--- config.mk ---
export PLATFORM = sky130hd
export DESIGN_NAME = mouse_wake_ctrl
export DESIGN_NICKNAME = d
export VERILOG_FILES = /design/src/rtl/ps2i_pkg.sv /design/src/rtl/ps2i_sync.sv /design/src/rtl/ps2i_fall_det.sv /design/src/rtl/ps2i_cnt.sv /design/src/rtl/mouse_wake_ctrl.sv
export SDC_FILE = /design/constraint.sdc
export NUM_CORES = 1
export LEC_CHECK = 0
export CAP_MARGIN = 20
export CORE_ASPECT_RATIO = 0.9
export CORE_MARGIN = 2
export CORE_UTILIZATION = 43
export DETAILED_ROUTE_END_ITERATION = 8
export GPL_ROUTABILITY_DRIVEN = 0
export PLACE_DENSITY = 0.71
export SYNTH_ARGS = -nofsm -noshare
export SYNTH_HDL_FRONTEND = slang
export SYNTH_SLANG_ARGS = --single-unit
--- constraint.sdc ---
create_clock -name clk -period 4.85 [get_ports clk]
set_input_delay 0.485 -clock clk [delete_from_list [all_inputs] [get_ports clk]]
set_output_delay 0.485 -clock clk [all_outputs]
set_load 0.01 [all_outputs]
--- src/rtl/ps2i_pkg.sv ---
package ps2i_pkg;

  typedef enum logic [2:0] {
    ST_HOLD    = 3'd0,
    ST_REQ     = 3'd1,
    ST_LIFT    = 3'd2,
    ST_SEND    = 3'd3,
    ST_RECV    = 3'd4,
    ST_READY   = 3'd5,
    ST_FAULT   = 3'd6
  } wake_st_e;

  localparam int TX_BITS = 9;   // data plus parity
  localparam int RX_BITS = 11;  // start, data, parity, stop

  function automatic logic odd_par(input logic [7:0] b);
    return ~^b;
  endfunction

endpackage

--- src/rtl/ps2i_sync.sv ---
module ps2i_sync #(
  parameter int             W       = 2,
  parameter logic [W-1:0]   RST_VAL = '1
) (
  input  logic         clk,
  input  logic         rst_n,
  input  logic [W-1:0] d,
  output logic [W-1:0] q
);

  for (genvar i = 0; i < W; i++) begin : g_bit
    logic s1_q, s2_q;
    always_ff @(posedge clk or negedge rst_n) begin
      if (!rst_n) begin
        s1_q <= RST_VAL[i];
        s2_q <= RST_VAL[i];
      end else begin
        s1_q <= d[i];
        s2_q <= s1_q;
      end
    end
    assign q[i] = s2_q;
  end

endmodule

--- src/rtl/ps2i_fall_det.sv ---
module ps2i_fall_det (
  input  logic clk,
  input  logic rst_n,
  input  logic lvl,
  output logic fall
);

  logic prev_q;

  always_ff @(posedge clk or negedge rst_n) begin
    if (!rst_n) prev_q <= 1'b1;
    else        prev_q <= lvl;
  end

  assign fall = prev_q & ~lvl;

endmodule

--- src/rtl/ps2i_cnt.sv ---
module ps2i_cnt #(
  parameter int CW = 8
) (
  input  logic          clk,
  input  logic          rst_n,
  input  logic          en,
  input  logic          clr,
  output logic [CW-1:0] cnt
);

  logic [CW-1:0] cnt_q, cnt_d;

  always_comb begin
    cnt_d = cnt_q;
    if (clr)     cnt_d = '0;
    else if (en) cnt_d = cnt_q + 1'b1;
  end

  always_ff @(posedge clk or negedge rst_n) begin
    if (!rst_n) cnt_q <= '0;
    else        cnt_q <= cnt_d;
  end

  assign cnt = cnt_q;

endmodule

--- src/rtl/mouse_wake_ctrl.sv ---
module mouse_wake_ctrl
  import ps2i_pkg::*;
#(
  parameter int         INHIBIT_CYC = 1440,
  parameter int         RTS_CYC     = 24,
  parameter int         RELEASE_CYC = 4,
  parameter int         TIMEOUT_CYC = 480000,
  parameter logic [7:0] CMD_BYTE    = 8'hF4,
  parameter logic [7:0] ACK_BYTE    = 8'hFA
) (
  input  logic clk,
  input  logic rst_n,
  input  logic mclk_in,
  input  logic mdat_in,
  output logic mclk_oe,
  output logic mclk_out,
  output logic mdat_oe,
  output logic mdat_out,
  output logic init_done,
  output logic init_err
);

  localparam int MAX_A = (INHIBIT_CYC > TIMEOUT_CYC) ? INHIBIT_CYC : TIMEOUT_CYC;
  localparam int MAX_B = (RTS_CYC > RELEASE_CYC) ? RTS_CYC : RELEASE_CYC;
  localparam int MAXL  = (MAX_A > MAX_B) ? MAX_A : MAX_B;
  localparam int CW    = $clog2(MAXL + 1);
  localparam int NBW   = $clog2(RX_BITS + 1);

  logic          clk_s, dat_s, fall;
  logic [CW-1:0] cnt, lim;
  logic          hit, cnt_en, cnt_clr, xfer;

  wake_st_e            state_q, state_d;
  logic [TX_BITS-1:0]  tx_q, tx_d;
  logic [RX_BITS-1:0]  rx_q, rx_d, frame;
  logic [NBW-1:0]      nb_q, nb_d;
  logic                dat_q, dat_d, doe_q, doe_d, reply_ok;

  ps2i_sync #(.W(2), .RST_VAL(2'b11)) u_sync (
    .clk(clk), .rst_n(rst_n), .d({mclk_in, mdat_in}), .q({clk_s, dat_s})
  );

  ps2i_fall_det u_fall (.clk(clk), .rst_n(rst_n), .lvl(clk_s), .fall(fall));

  ps2i_cnt #(.CW(CW)) u_cnt (
    .clk(clk), .rst_n(rst_n), .en(cnt_en), .clr(cnt_clr), .cnt(cnt)
  );

  // phase length / stall limit for the shared counter
  always_comb begin
    unique case (state_q)
      ST_HOLD: lim = CW'(INHIBIT_CYC - 1);
      ST_REQ:  lim = CW'(RTS_CYC - 1);
      ST_LIFT: lim = CW'(RELEASE_CYC - 1);
      default: lim = CW'(TIMEOUT_CYC - 1);
    endcase
  end

  assign hit     = (cnt == lim);
  assign xfer    = (state_q == ST_SEND) || (state_q == ST_RECV);
  assign cnt_en  = (state_q != ST_READY) && (state_q != ST_FAULT);
  assign cnt_clr = (state_d != state_q) || (xfer && fall);

  assign frame    = {dat_s, rx_q[RX_BITS-1:1]};
  assign reply_ok = !frame[0] && frame[RX_BITS-1] && (frame[8:1] == ACK_BYTE)
                    && (^frame[9:1]);

  always_comb begin
    state_d = state_q;
    tx_d    = tx_q;
    rx_d    = rx_q;
    nb_d    = nb_q;
    dat_d   = dat_q;
    doe_d   = doe_q;
    unique case (state_q)
      ST_HOLD: if (hit) begin
        state_d = ST_REQ;
        doe_d   = 1'b1;
        dat_d   = 1'b0;
      end
      ST_REQ: if (hit) state_d = ST_LIFT;
      ST_LIFT: if (hit) begin
        state_d = ST_SEND;
        tx_d    = {odd_par(CMD_BYTE), CMD_BYTE};
        nb_d    = '0;
      end
      ST_SEND: begin
        if (fall) begin
          if (nb_q == NBW'(TX_BITS)) begin
            doe_d   = 1'b0;
            state_d = ST_RECV;
            nb_d    = '0;
          end else begin
            dat_d = tx_q[0];
            tx_d  = tx_q >> 1;
            nb_d  = nb_q + 1'b1;
          end
        end else if (hit) begin
          state_d = ST_FAULT;
          doe_d   = 1'b0;
        end
      end
      ST_RECV: begin
        if (fall) begin
          rx_d = frame;
          if (nb_q == NBW'(RX_BITS - 1)) state_d = reply_ok ? ST_READY : ST_FAULT;
          else                            nb_d    = nb_q + 1'b1;
        end else if (hit) begin
          state_d = ST_FAULT;
        end
      end
      default: ;
    endcase
  end

  always_ff @(posedge clk or negedge rst_n) begin
    if (!rst_n) begin
      state_q <= ST_HOLD;
      tx_q    <= '0;
      rx_q    <= '0;
      nb_q    <= '0;
      dat_q   <= 1'b0;
      doe_q   <= 1'b0;
    end else begin
      state_q <= state_d;
      tx_q    <= tx_d;
      rx_q    <= rx_d;
      nb_q    <= nb_d;
      dat_q   <= dat_d;
      doe_q   <= doe_d;
    end
  end

  assign mclk_oe   = (state_q == ST_HOLD) || (state_q == ST_REQ) || (state_q == ST_LIFT);
  assign mclk_out  = (state_q == ST_LIFT);
  assign mdat_oe   = doe_q;
  assign mdat_out  = dat_q;
  assign init_done = (state_q == ST_READY);
  assign init_err  = (state_q == ST_FAULT);

endmodule

# After elaboration in Yosys (flattened, before gate mapping)
# Index checks and enable logic that the tools add are counted.
# totals
regBits	53
inputBits	4
# op_classes
bitwise_logic	2
addsub	2
n_mux	31
n_eq_ne	21
n_reduce_logical	21
# op_table
operator	count
$pmux W19 S3	1
$mux W19	2
$mux W9	3
$mux W3	8
$mux W4	5
$add A19 B1 Y19 const B	1
$eq A19 B19 Y1	1
$pmux W9 S2	1
$pmux W3 S5	1
$pmux W4 S3	1
$reduce_and A4 Y1	3
$ne A2 B2 Y1 const B	5
$eq A3 B3 Y1 const B	3
$ne A3 B3 Y1 const B	3
$reduce_xor A9 Y1	1
$eq A4 B4 Y1 const B	2
$eq A8 B8 Y1 const B	1
$eq A3 B2 Y1 const B	2
$mux W1	6
$reduce_bool A2 Y1	3
$logic_and A1 B1 Y1	5
$reduce_and A5 Y1	1
$add A4 B1 Y4 const B	1
$logic_or A1 B1 Y1	4
12 further kinds	13

# Depth between registers and ports, before layout
# Gate-level depths: netlist (run 1).
# depth
word_depth	11
depth_mapped	9
mapped_depth_nobuf	8

# Hierarchy
# A second synthesis (run 1) with hierarchy kept.
# unflattened
cells_unflattened	287
hier_area_um2	2840.2
# by_module_without_submodules
mod	cells_per_inst	area_each_um2	n_inst	seq_area_each_um2
mouse_wake_ctrl	178	1700.4	1	675.6
ps2i_cnt	101	979.7	1	475.5
ps2i_sync	6	120.1	1	105.1
ps2i_fall_det	2	40.0	1	26.3

# Worst setup path after synthesis (run 1)
# No wires, ideal clock.
# synth_path
path_type	flip-flop to flip-flop
from	reg u_cnt.cnt_q[0], in the netlist u_cnt.cnt[0]
to	reg u_cnt.cnt_q[0], in the netlist u_cnt.cnt[0]
t_arrival_ns	2.237
t_required_ns	4.727
path_slack_ns	2.491
stages_incl_launch_ff	8
period_less_slack_ns	2.359
setup_ns	0.123
path_cell_list	dfrtp_1 -> ha_1 -> or4b_1 -> a211oi_2 -> nand3_4 -> a311oi_4 -> buf_6 -> nor3_1
# synth_via
elab_chain_len	7
# synth_rtl
item	line_no	text
from (decl)	ps2i_cnt.sv:11	logic [CW-1:0] cnt_q, cnt_d;
from (signal assigned)	ps2i_cnt.sv:21	else cnt_q <= cnt_d;
$eq A19 B19 Y1	mouse_wake_ctrl.sv:59	assign hit = (cnt == lim);
$mux W3	mouse_wake_ctrl.sv:98, mouse_wake_ctrl.sv:108	
$mux W3, on equally long branches	mouse_wake_ctrl.sv:104, mouse_wake_ctrl.sv:88	
$pmux W3 S5	mouse_wake_ctrl.sv:75	unique case (state_q)
$ne A3 B3 Y1	mouse_wake_ctrl.sv:62	assign cnt_clr = (state_d != state_q) || (xfer && fall);
$logic_or A1 B1 Y1	mouse_wake_ctrl.sv:62	
$mux W19 or $reduce_bool A2 Y1 (tied branches)	--	
# Several ways; a longest one is shown, not always the timed one. The select of a mux whose other input is x is not followed.
# A chain may end at the register's enable or synchronous reset.

# Worst setup path after layout (run 1)
# layout_path
from	reg state_q[0]
to	reg u_cnt.cnt_q[1], in the netlist u_cnt.cnt[1]
# layout_via
elab_chain_len	9
# layout_rtl
item	line_no	text
from (decl)	mouse_wake_ctrl.sv:33	wake_st_e state_q, state_d;
from (signal assigned)	mouse_wake_ctrl.sv:125	state_q <= state_d;
$eq A3 B2 Y1 (tied with other cells)	mouse_wake_ctrl.sv:51, mouse_wake_ctrl.sv:75	
$pmux W19 S3	mouse_wake_ctrl.sv:51	unique case (state_q)
$eq A19 B19 Y1	mouse_wake_ctrl.sv:59	
$mux W3	mouse_wake_ctrl.sv:98, mouse_wake_ctrl.sv:108	
$mux W3, on equally long branches	mouse_wake_ctrl.sv:104, mouse_wake_ctrl.sv:88	
$pmux W3 S5	mouse_wake_ctrl.sv:75	
$ne A3 B3 Y1	mouse_wake_ctrl.sv:62	
$logic_or A1 B1 Y1	mouse_wake_ctrl.sv:62	
$mux W19 or $reduce_bool A2 Y1 (tied branches)	--	
# Several ways; a longest one is shown, not always the timed one.

==> flow_metrics.tcl, run 1 <==
set metrics [dict create \
    outcome "finished, final reports clean" \
    tritoncts "done" \
    route.vias.total 1979 \
    rsz0062_at_grt "false" \
    drt_first_pass_iters 4 \
    post_route_cells_drive_above_1_share 0.122 \
    synthFlopType "sky130_fd_sc_hd__dfrtp_1" \
    grt_usage 0.157 \
    synth.yosys.seq_area_share 0.465 \
    worstSetupStartpointType "flip-flop" \
    worst_setup_hold_path_clk_slew_ns 0.10 \
    relSlewSlack 0.423 \
    critical_path_peak_fanout 21 \
    stdcell_area_sq_mm 0.00304 \
    critical_path_endpoint_category "flip-flop" \
    coreArea_sq_mm 0.00615 \
    fin_skew_ns 0.0137 \
    critical_path.reg2reg.startpoint "state_q[0]$_DFF_PN0_" \
    wl_per_cell_um 13.8 \
    cts-buffers-inserted 5 \
    final-max-slew-violation-count 0 \
    cp_data_arrival_time_ns 3.36 \
    post_synth_arst_share 1.00 \
    final_period_minus_worst_setup_slack_ns 3.21 \
    top_level_pins 10 \
    cp_slowest_cell "sky130_fd_sc_hd__a311oi_4" \
    holdBufCountCts 0 \
    max_freq_mhz 312 \
    cp_num_cells 6 \
    floorplan.initialDensity 0.449 \
    die_area_sq_mm 0.00707 \
    finalCritPeriodShare 0.662 \
    buf_inv_stages_crit_path 0 \
    layout-area-overhead-vs-synth_pct 10.3 \
    antenna_violating_nets_post_route 0 \
    synth_fp_nets 281 \
    hpwlAfterDp_um 3450 \
    yosysWarnings 0 \
    final_nets 290 \
    die_outline_width_um 88.4 \
    timing_hold_violations_final 0 \
    placementRows 27 \
    synthesis.instances 269 \
    power_per_cell_area_mw_per_mm2 248 \
    ctsHtreeMaxLevel 2 \
    cts-root-buf "sky130_fd_sc_hd__clkbuf_8" \
    worst-r2r-cell-count 6 \
    synth_area_sq_mm 0.00276 \
    post_cts_setup_driven_buffer_insertion_count 0 \
    setup_violations_final 0 \
    num_antenna_cells 0 \
    routed_wl_um 5060 \
    critical_path.top_delay_family "compound AO/OA/AOI/OAI gates" \
    worst_setup_path_startpoint "state_q[0]$_DFF_PN0_" \
    grt_pass1_wl_um 8800 \
    clockBufferDepth 2 \
    critPathKind "flip-flop to flip-flop" \
    avgSynthCellArea_sq_um 10.3 \
    fin_util 0.495 \
    drt-vias-per-instance 5.41 \
    tightest_slew_ns 0.866 \
    crit_path_cell_trace "a21oi_1, or3_1, a211oi_2, nand3_4, a311oi_4, nor3_1" \
    critPathRequiredTime_ns 5.00 \
    cpPeakStageDelay_ns 0.83 \
    max_cap_violations 0 \
    synth.ff_latch_count 51 \
    globalRouteOverflowTotal 0 \
    die_y_um 80.0 \
    static-leakage-power_uw 0.00129 \
    hold_class "input port to async pin" \
    cts_num_sinks 51 \
    dpl-instance-area_sq_mm 0.00292 \
    grt_pass1_vias 1862 \
    initial_antenna_violation_count 0 \
    synth_edf_count 0 \
    final_routed_drc_violation_total 0 \
    drtIter0Drc 116 \
    grt_start_max_net_pins 52 \
    ctsResizeCount 0 \
    worstSkewPairLatency_ns 0.31 \
    synth_cell_types 52 \
    timing.setup.tns_ns 0 \
    io_buffers 9 \
    highest_ir_drop_seen_on_vdd_uv 95.7 \
]
-- worst register-to-register path, cell delays in order, from the launching register on --
cell                       delay [ns]
sky130_fd_sc_hd__dfrtp_1         0.80
sky130_fd_sc_hd__a21oi_1         0.20
sky130_fd_sc_hd__or3_1           0.43
sky130_fd_sc_hd__a211oi_2        0.43
sky130_fd_sc_hd__nand3_4         0.19
sky130_fd_sc_hd__a311oi_4        0.83
sky130_fd_sc_hd__nor3_1          0.18
-- routing by layer --
layer | up-vias | wire [um] | part of all wire | GRT usage
met4 | 0 | 80 | 0.016 | 0.0470
li1 | 972 | - | - | -
met1 | 956 | 2460 | 0.49 | 0.218
met3 | 7 | 178 | 0.035 | 0.0341
met5 | - | 0 | 0 | 0
met2 | 44 | 2350 | 0.46 | 0.245
-- through the flow --
stage / power, uW / hold slack, ns / std cells / setup slack (ns)
final: 756 / 0.275 / 366 / 1.64
after global routing: 788 / 0.322 / 366 / 1.42
after CTS: 765 / 0.294 / 366 / 1.68
after detailed placement: 451 / 0.347 / 358 / 1.69
after global placement: 451 / 0.346 / 358 / 1.79
after floorplan: 439 / 0.189 / 269 / 2.49
-- worst paths after layout --
kind	to	slack (ns)
setup / recovery	u_cnt.cnt[1]$_DFFE_PN0P_	1.64
hold / removal	nb_q[1]$_DFFE_PN0P_	0.27
setup reg to reg	u_cnt.cnt[1]$_DFFE_PN0P_	1.64
hold reg to reg	u_sync.g_bit[1].s2_q$_DFF_PN1_	0.36
max in group asynchronous	u_cnt.cnt[7]$_DFFE_PN0P_	4.15
min in group clk	u_sync.g_bit[1].s2_q$_DFF_PN1_	0.36
-- state kept, by name, indices dropped and copies added, names as in the netlist --
register and count:
u_fall.prev_q 1, u_cnt.cnt 19, rx_q 10, u_sync.g_bit.s1_q 2, nb_q 4, tx_q 8, u_sync.g_bit.s2_q 2, state_q 3
mdat_oe 1, mdat_out 1
-- final cells by class --
| type | count | area [sq um] |
|---|---|---|
| clock inverter | 2 | 38.8 |
| timing repair buffer | 11 | 100 |
| inverter | 9 | 33.8 |
| multi-input combinational | 200 | 1400 |
| sequential | 51 | 1280 |
| tap | 87 | 109 |
| fill | 578 | 3110 |
| clock buffer | 6 | 82.6 |
-- logic make-up (layout without fill, tap and decap cells) --
family          count (synthesis)  count (layout)  share of synthesized area
compound gates                 41              41                      0.117
flops                          51              51                      0.465
buf+inv                        18              28                     0.0290
fa+ha+maj                       8               8                     0.0363
xor+xnor                       23              23                     0.0780
simple gates                  112             112                      0.213
mux                            16              16                     0.0621
-- where the power goes --
group / switching [uW] / internal, uW
combinational: 9.69 / 2.76
sequential: 0.865 / 429
clock: 144 / 170
total: 155 / 601
-- cells in the final DEF, fill, tap and decap left out, types with 6 or more instances in the layout --
cell,count
sky130_fd_sc_hd__mux2_2,9
sky130_fd_sc_hd__nand2_1,27
sky130_fd_sc_hd__o21ai_0,12
sky130_fd_sc_hd__nand3_1,10
sky130_fd_sc_hd__ha_1,8
sky130_fd_sc_hd__nor2_1,19
sky130_fd_sc_hd__inv_1,9
sky130_fd_sc_hd__nor3_1,21
sky130_fd_sc_hd__a21oi_1,6
sky130_fd_sc_hd__dfrtp_1,46
sky130_fd_sc_hd__mux2i_1,7
sky130_fd_sc_hd__xnor2_1,13
sky130_fd_sc_hd__clkdlybuf4s50_1,8
sky130_fd_sc_hd__clkbuf_8,6
sky130_fd_sc_hd__xor2_1,9
-- cell usage after synthesis (2+ instances only) --
cell,number,share of area
sky130_fd_sc_hd__a21o_1,2,0.0054
sky130_fd_sc_hd__a21oi_1,6,0.011
sky130_fd_sc_hd__a2bb2oi_1,4,0.013
sky130_fd_sc_hd__a32oi_1,3,0.0095
sky130_fd_sc_hd__and3_1,5,0.011
sky130_fd_sc_hd__and4_1,3,0.0095
sky130_fd_sc_hd__buf_2,4,0.0073
sky130_fd_sc_hd__clkbuf_1,3,0.0041
sky130_fd_sc_hd__dfrtp_1,46,0.42
sky130_fd_sc_hd__dfstp_2,5,0.048
sky130_fd_sc_hd__ha_1,8,0.036
sky130_fd_sc_hd__inv_1,9,0.012
sky130_fd_sc_hd__mux2_2,9,0.037
sky130_fd_sc_hd__mux2i_1,7,0.025
sky130_fd_sc_hd__nand2_1,27,0.037
sky130_fd_sc_hd__nand2b_1,4,0.0091
sky130_fd_sc_hd__nand3_1,10,0.018
sky130_fd_sc_hd__nand4_1,4,0.0091
sky130_fd_sc_hd__nand4b_1,2,0.0064
sky130_fd_sc_hd__nor2_1,19,0.026
sky130_fd_sc_hd__nor2b_1,5,0.011
sky130_fd_sc_hd__nor3_1,21,0.038
sky130_fd_sc_hd__nor4_1,3,0.0068
sky130_fd_sc_hd__o21ai_0,12,0.022
sky130_fd_sc_hd__xnor2_1,13,0.041
sky130_fd_sc_hd__xor2_1,9,0.029
No activity file was read; power rests on OpenSTA's default activity.
==> inputs of run 2 (changes only) <==
clock period = 2.97 ns   (was 4.85 ns; I/O delays follow)
==> flow_metrics.tcl, run 2 (synthesis results as in run 1) <==
set metrics [dict create \
    sequential_cell_area_sq_mm 0.00128 \
    cp_slowest_cell "sky130_fd_sc_hd__dfrtp_1" \
    top_level_pins 10 \
    worst_setup_hold_path_clk_slew_ns 0.08 \
    grt_pass1_vias 2002 \
    final_critical_path_setup_slack_ns 0.329 \
    cts-buffers-inserted 5 \
    r2r_slack_ns 0.33 \
    rsz0062_at_grt "false" \
    final_common_cell "sky130_fd_sc_hd__dfrtp_1" \
    final_period_minus_worst_setup_slack_ns 2.64 \
    max_freq_mhz 379 \
    layout-area-overhead-vs-synth_pct 11.4 \
    routed_wl_um 5160 \
    cp_num_cells 7 \
    largest_register_ff_count 19 \
    drtIter0Drc 89 \
    final-max-slew-violation-count 0 \
    post_route_cells_drive_above_1_share 0.137 \
    ctsHtreeMaxLevel 2 \
    static-leakage-power_uw 0.00132 \
    wl_per_cell_um 13.9 \
    max_cap_violations 0 \
    worstSkewPairLatency_ns 0.30 \
    critical_path_peak_fanout 19 \
    critPathRequiredTime_ns 3.15 \
    cpPeakStageDelay_ns 0.57 \
    tritoncts "done" \
    route.vias.total 1986 \
    cp_data_arrival_time_ns 2.82 \
    timing.setup.tns_ns 0 \
    multi_input_comb_area_sq_mm 0.00140 \
    setup_violations_final 0 \
    rr_endpoint "u_cnt.cnt[1]$_DFFE_PN0P_" \
    worst-r2r-cell-count 7 \
    post_cts_setup_driven_buffer_insertion_count 0 \
    violated_checks "hold timing" \
    critPathKind "flip-flop to flip-flop" \
    grt_pass1_wl_um 9090 \
    hpwlAfterDp_um 3680 \
    critical_path_endpoint_category "flip-flop" \
    die_area_sq_mm 0.00707 \
    grt_start_max_net_pins 48 \
    finalCritPeriodShare 0.889 \
    final_nets 298 \
    hold_class "input port to async pin" \
    io_buffers 9 \
    buf_inv_stages_crit_path 1 \
    post-place-ws_ns 0.373 \
    fill_cells 598 \
    coreArea_sq_mm 0.00615 \
    grt_usage 0.163 \
    number_of_placed_instances_with_taps_included 365 \
    outcome "finished, violations left" \
    power_per_cell_area_mw_per_mm2 357 \
    die_y_um 80.0 \
    initial_antenna_violation_count 0 \
    cts_num_sinks 51 \
    clockBufferDepth 2 \
    highest_ir_drop_seen_on_vdd_uv 256 \
    drt-vias-per-instance 5.34 \
    worstSetupStartpointType "flip-flop" \
    globalRouteOverflowTotal 0 \
    ctsResizeCount 0 \
    tightest_slew_ns 0.583 \
    timing_hold_violations_final 23 \
    final_routed_drc_violation_total 0 \
    floorplan.initialDensity 0.449 \
    relSlewSlack 0.612 \
    critical_path.top_delay_family "compound AO/OA/AOI/OAI gates" \
    worst_setup_path_endpoint "u_cnt.cnt[1]$_DFFE_PN0P_" \
    layout.cells.most_common_list "sky130_fd_sc_hd__dfrtp_1 (46), sky130_fd_sc_hd__nand2_1 (27), sky130_fd_sc_hd__nor3_1 (21), sky130_fd_sc_hd__nor2_1 (19), sky130_fd_sc_hd__xnor2_1 (13)" \
    crit_path_cell_trace "a21oi_1, or3_1, a211oi_2, nand3_4, a311oi_4, buf_4, nor3_1" \
    antenna_violating_nets_post_route 0 \
    holdWs_ns -0.0117 \
    critical_path.reg2reg.startpoint "state_q[0]$_DFF_PN0_" \
    worst_setup_path_startpoint "state_q[0]$_DFF_PN0_" \
    die_outline_width_um 88.4 \
    fin_skew_ns 0.00523 \
    drt_first_pass_iters 4 \
    cts-root-buf "sky130_fd_sc_hd__clkbuf_8" \
    placementRows 27 \
    holdBufCountCts 0 \
    final_cells 372 \
    num_antenna_cells 0 \
]
-- run 2: cell types whose count changed in the layout (fill, tap and decap cells not counted) --
cell and change:
sky130_fd_sc_hd__buf_16 +1, sky130_fd_sc_hd__bufinv_16 -1, sky130_fd_sc_hd__buf_4 +7, sky130_fd_sc_hd__clkbuf_8 -1, sky130_fd_sc_hd__inv_6 -1, sky130_fd_sc_hd__clkbuf_1 +1
-- run 2: cell type report --
type	instances	area share
Timing Repair Buffer	19	0.0586
Tap cell	87	0.0354
Sequential cell	51	0.417
Multi-Input combinational cell	200	0.454
Inverter	9	0.0110
Clock buffer	6	0.0236
-- run 2: how the worst min path moves through the flow --
stage	endpoint	slack [ns]	cells after the start
2_1_floorplan	mdat_oe$_DFFE_PN0P_	0.001	0
3_3_place_gp	u_sync.g_bit[0].s2_q$_DFF_PN1_	0.35	0
3_5_place_dp	u_sync.g_bit[1].s2_q$_DFF_PN1_	0.35	0
4_1_cts	u_cnt.cnt[0]$_DFFE_PN0P_	0.22	1
5_1_grt	rx_q[9]$_DFFE_PN0P_	0.03	1
6_report	rx_q[6]$_DFFE_PN0P_	-0.01	1
-- run 2: metal layers --
layer,track usage,wire length (um),vias up
met4,0.0545,90,0
met5,0,0,-
met1,0.219,2610,975
li1,-,-,987
met3,0.0321,104,9
met2,0.263,2360,15
-- run 2: through the flow --
step | total power [uW] | utilization | hold slack, ns | area [sq um]
3_3_place_gp | 737 | 0.484 | 0.347 | 2970
2_1_floorplan | 717 | - | 0.00141 | 2760
5_1_grt | 1140 | 0.500 | 0.0291 | 3070
3_5_place_dp | 738 | 0.484 | 0.348 | 2970
6_report | 1100 | 0.500 | -0.0117 | 3070
4_1_cts | 1110 | 0.496 | 0.222 | 3050
-- run 2: power breakdown --
group          total, uW  switching [uW]  internal, uW
registers            701            1.51           700
logic               25.7            16.7          9.01
clock network        370             212           158
total               1100             231           866
==> inputs of run 3 (changes only) <==
CORE_ASPECT_RATIO = 1.25   (was 0.9)
REMOVE_ABC_BUFFERS = 1   (was not set)
==> flow_metrics.tcl, run 3 (synthesis results as in run 1) <==
set metrics [dict create \
    sequential_cell_area_sq_mm 0.00128 \
    cpPeakStageDelay_ns 0.51 \
    crit_path_cell_trace "a21oi_1, or3_1, a211oi_2, nand3_4, a311oi_4, buf_4, nor3_1" \
    multi_input_comb_area_sq_mm 0.00140 \
    critical_path.reg2reg.startpoint "state_q[0]$_DFF_PN0_" \
    cts-buffers-inserted 5 \
    wl_per_cell_um 14.0 \
    num_antenna_cells 0 \
    critPathKind "flip-flop to flip-flop" \
    fin_skew_ns 0.0112 \
    ctsHtreeMaxLevel 2 \
    dpl-instance-area_sq_mm 0.00296 \
    grt_pass1_wl_um 9080 \
    initial_antenna_violation_count 0 \
    final_nets 296 \
    setup_violations_final 0 \
    stdcell_area_sq_mm 0.00307 \
    die_y_um 93.6 \
    fill_cells 573 \
    layout-area-overhead-vs-synth_pct 11.1 \
    max_freq_mhz 401 \
    grt_start_max_net_pins 52 \
    top_level_pins 10 \
    critPathRequiredTime_ns 3.16 \
    cts_num_sinks 51 \
    routed_wl_um 5170 \
    post_route_cells_drive_above_1_share 0.137 \
    route.vias.total 2007 \
    rr_endpoint "u_cnt.cnt[11]$_DFFE_PN0P_" \
    critical_path_peak_fanout 19 \
    placementRows 32 \
    final_common_cell "sky130_fd_sc_hd__dfrtp_1" \
    drt_first_pass_iters 4 \
    rsz0062_at_grt "false" \
    final_routed_drc_violation_total 0 \
    ctsResizeCount 0 \
    highest_ir_drop_seen_on_vdd_uv 212 \
    relSlewSlack 0.580 \
    clockBufferDepth 2 \
    worstSetupStartpointType "flip-flop" \
    outcome "finished, final reports clean" \
    drtIter0Drc 136 \
    timing.setup.tns_ns 0 \
    floorplan.initialDensity 0.445 \
    drt-vias-per-instance 5.42 \
    static-leakage-power_uw 0.00131 \
    worstSkewPairLatency_ns 0.31 \
    timing_hold_violations_final 0 \
    coreArea_sq_mm 0.00621 \
    tightest_slew_ns 0.631 \
    grt_usage 0.164 \
    final_period_minus_worst_setup_slack_ns 2.49 \
    largest_register_ff_count 19 \
    hpwlAfterDp_um 3670 \
    critical_path_endpoint_category "flip-flop" \
    cts-root-buf "sky130_fd_sc_hd__clkbuf_8" \
    tritoncts "done" \
    die_area_sq_mm 0.00708 \
    hold_class "input port to async pin" \
    holdBufCountCts 0 \
    power_per_cell_area_mw_per_mm2 370 \
    cp_data_arrival_time_ns 2.69 \
    r2r_slack_ns 0.48 \
    worst-r2r-cell-count 7 \
    finalCritPeriodShare 0.840 \
    globalRouteOverflowTotal 0 \
    cp_slowest_cell "sky130_fd_sc_hd__dfrtp_1" \
    die_outline_width_um 75.6 \
    worst_setup_hold_path_clk_slew_ns 0.10 \
    final-max-slew-violation-count 0 \
    layout.cells.most_common_list "sky130_fd_sc_hd__dfrtp_1 (46), sky130_fd_sc_hd__nand2_1 (27), sky130_fd_sc_hd__nor3_1 (21), sky130_fd_sc_hd__nor2_1 (19), sky130_fd_sc_hd__xnor2_1 (13)" \
    grt_pass1_vias 1956 \
    io_buffers 9 \
    post_cts_setup_driven_buffer_insertion_count 0 \
    antenna_violating_nets_post_route 0 \
    max_cap_violations 0 \
]
==> run 3: report_power, final <==
part,leakage [uW],switching (uW),internal (uW)
clock network,0.0000418,241,170
logic,0.000585,16.5,6.28
registers,0.000681,1.47,700
==> run 3: worst max-delay path by stage <==
stage / from / endpoint / slack [ns] / depth (start not counted)
after floorplan: state_q[1]$_DFF_PN0_ / u_cnt.cnt[0]$_DFFE_PN0P_ / 0.13 / 6
after global placement: u_cnt.cnt[0]$_DFFE_PN0P_ / u_cnt.cnt[8]$_DFFE_PN0P_ / 0.53 / 7
after detailed placement: u_cnt.cnt[0]$_DFFE_PN0P_ / u_cnt.cnt[11]$_DFFE_PN0P_ / 0.49 / 7
after CTS: state_q[0]$_DFF_PN0_ / u_cnt.cnt[11]$_DFFE_PN0P_ / 0.46 / 7
after global routing: state_q[0]$_DFF_PN0_ / tx_q[4]$_DFFE_PN0P_ / 0.29 / 6
final: state_q[0]$_DFF_PN0_ / u_cnt.cnt[11]$_DFFE_PN0P_ / 0.48 / 7
==> run 3: layer usage <==
layer | track usage | wire length, um | up-vias
met5 | 0 | 0 | -
met4 | 0.0570 | 79 | 0
met1 | 0.216 | 2390 | 984
li1 | - | - | 989
met2 | 0.265 | 2530 | 26
met3 | 0.0334 | 172 | 8
==> run 3: cell type report <==
class | count | area share
inverter | 9 | 0.0110
clock inverter | 2 | 0.00531
multi-input combinational | 200 | 0.456
timing repair buffer | 17 | 0.0514
sequential | 51 | 0.418
clock buffer | 6 | 0.0237
tap | 85 | 0.0347
==> run 3: critical path: cells and delay by family, from the launching register on <==
kind | cells | cell delay, ns
flops | 1 | 0.51
simple gates | 3 | 0.68
compound gates | 3 | 0.90
buf+inv | 1 | 0.27
==> run 3: stage by stage <==
step                      utilization  setup WS, ns  hold slack (ns)  instances  total power (uW)
after floorplan                     -         0.130          0.00141        260               717
after global placement          0.476         0.532            0.346        361               735
after detailed placement        0.476         0.491            0.350        361               736
after CTS                       0.491         0.465            0.241        369              1150
after global routing            0.494         0.295           0.0381        370              1180
final                           0.494         0.477          0.00141        370              1130
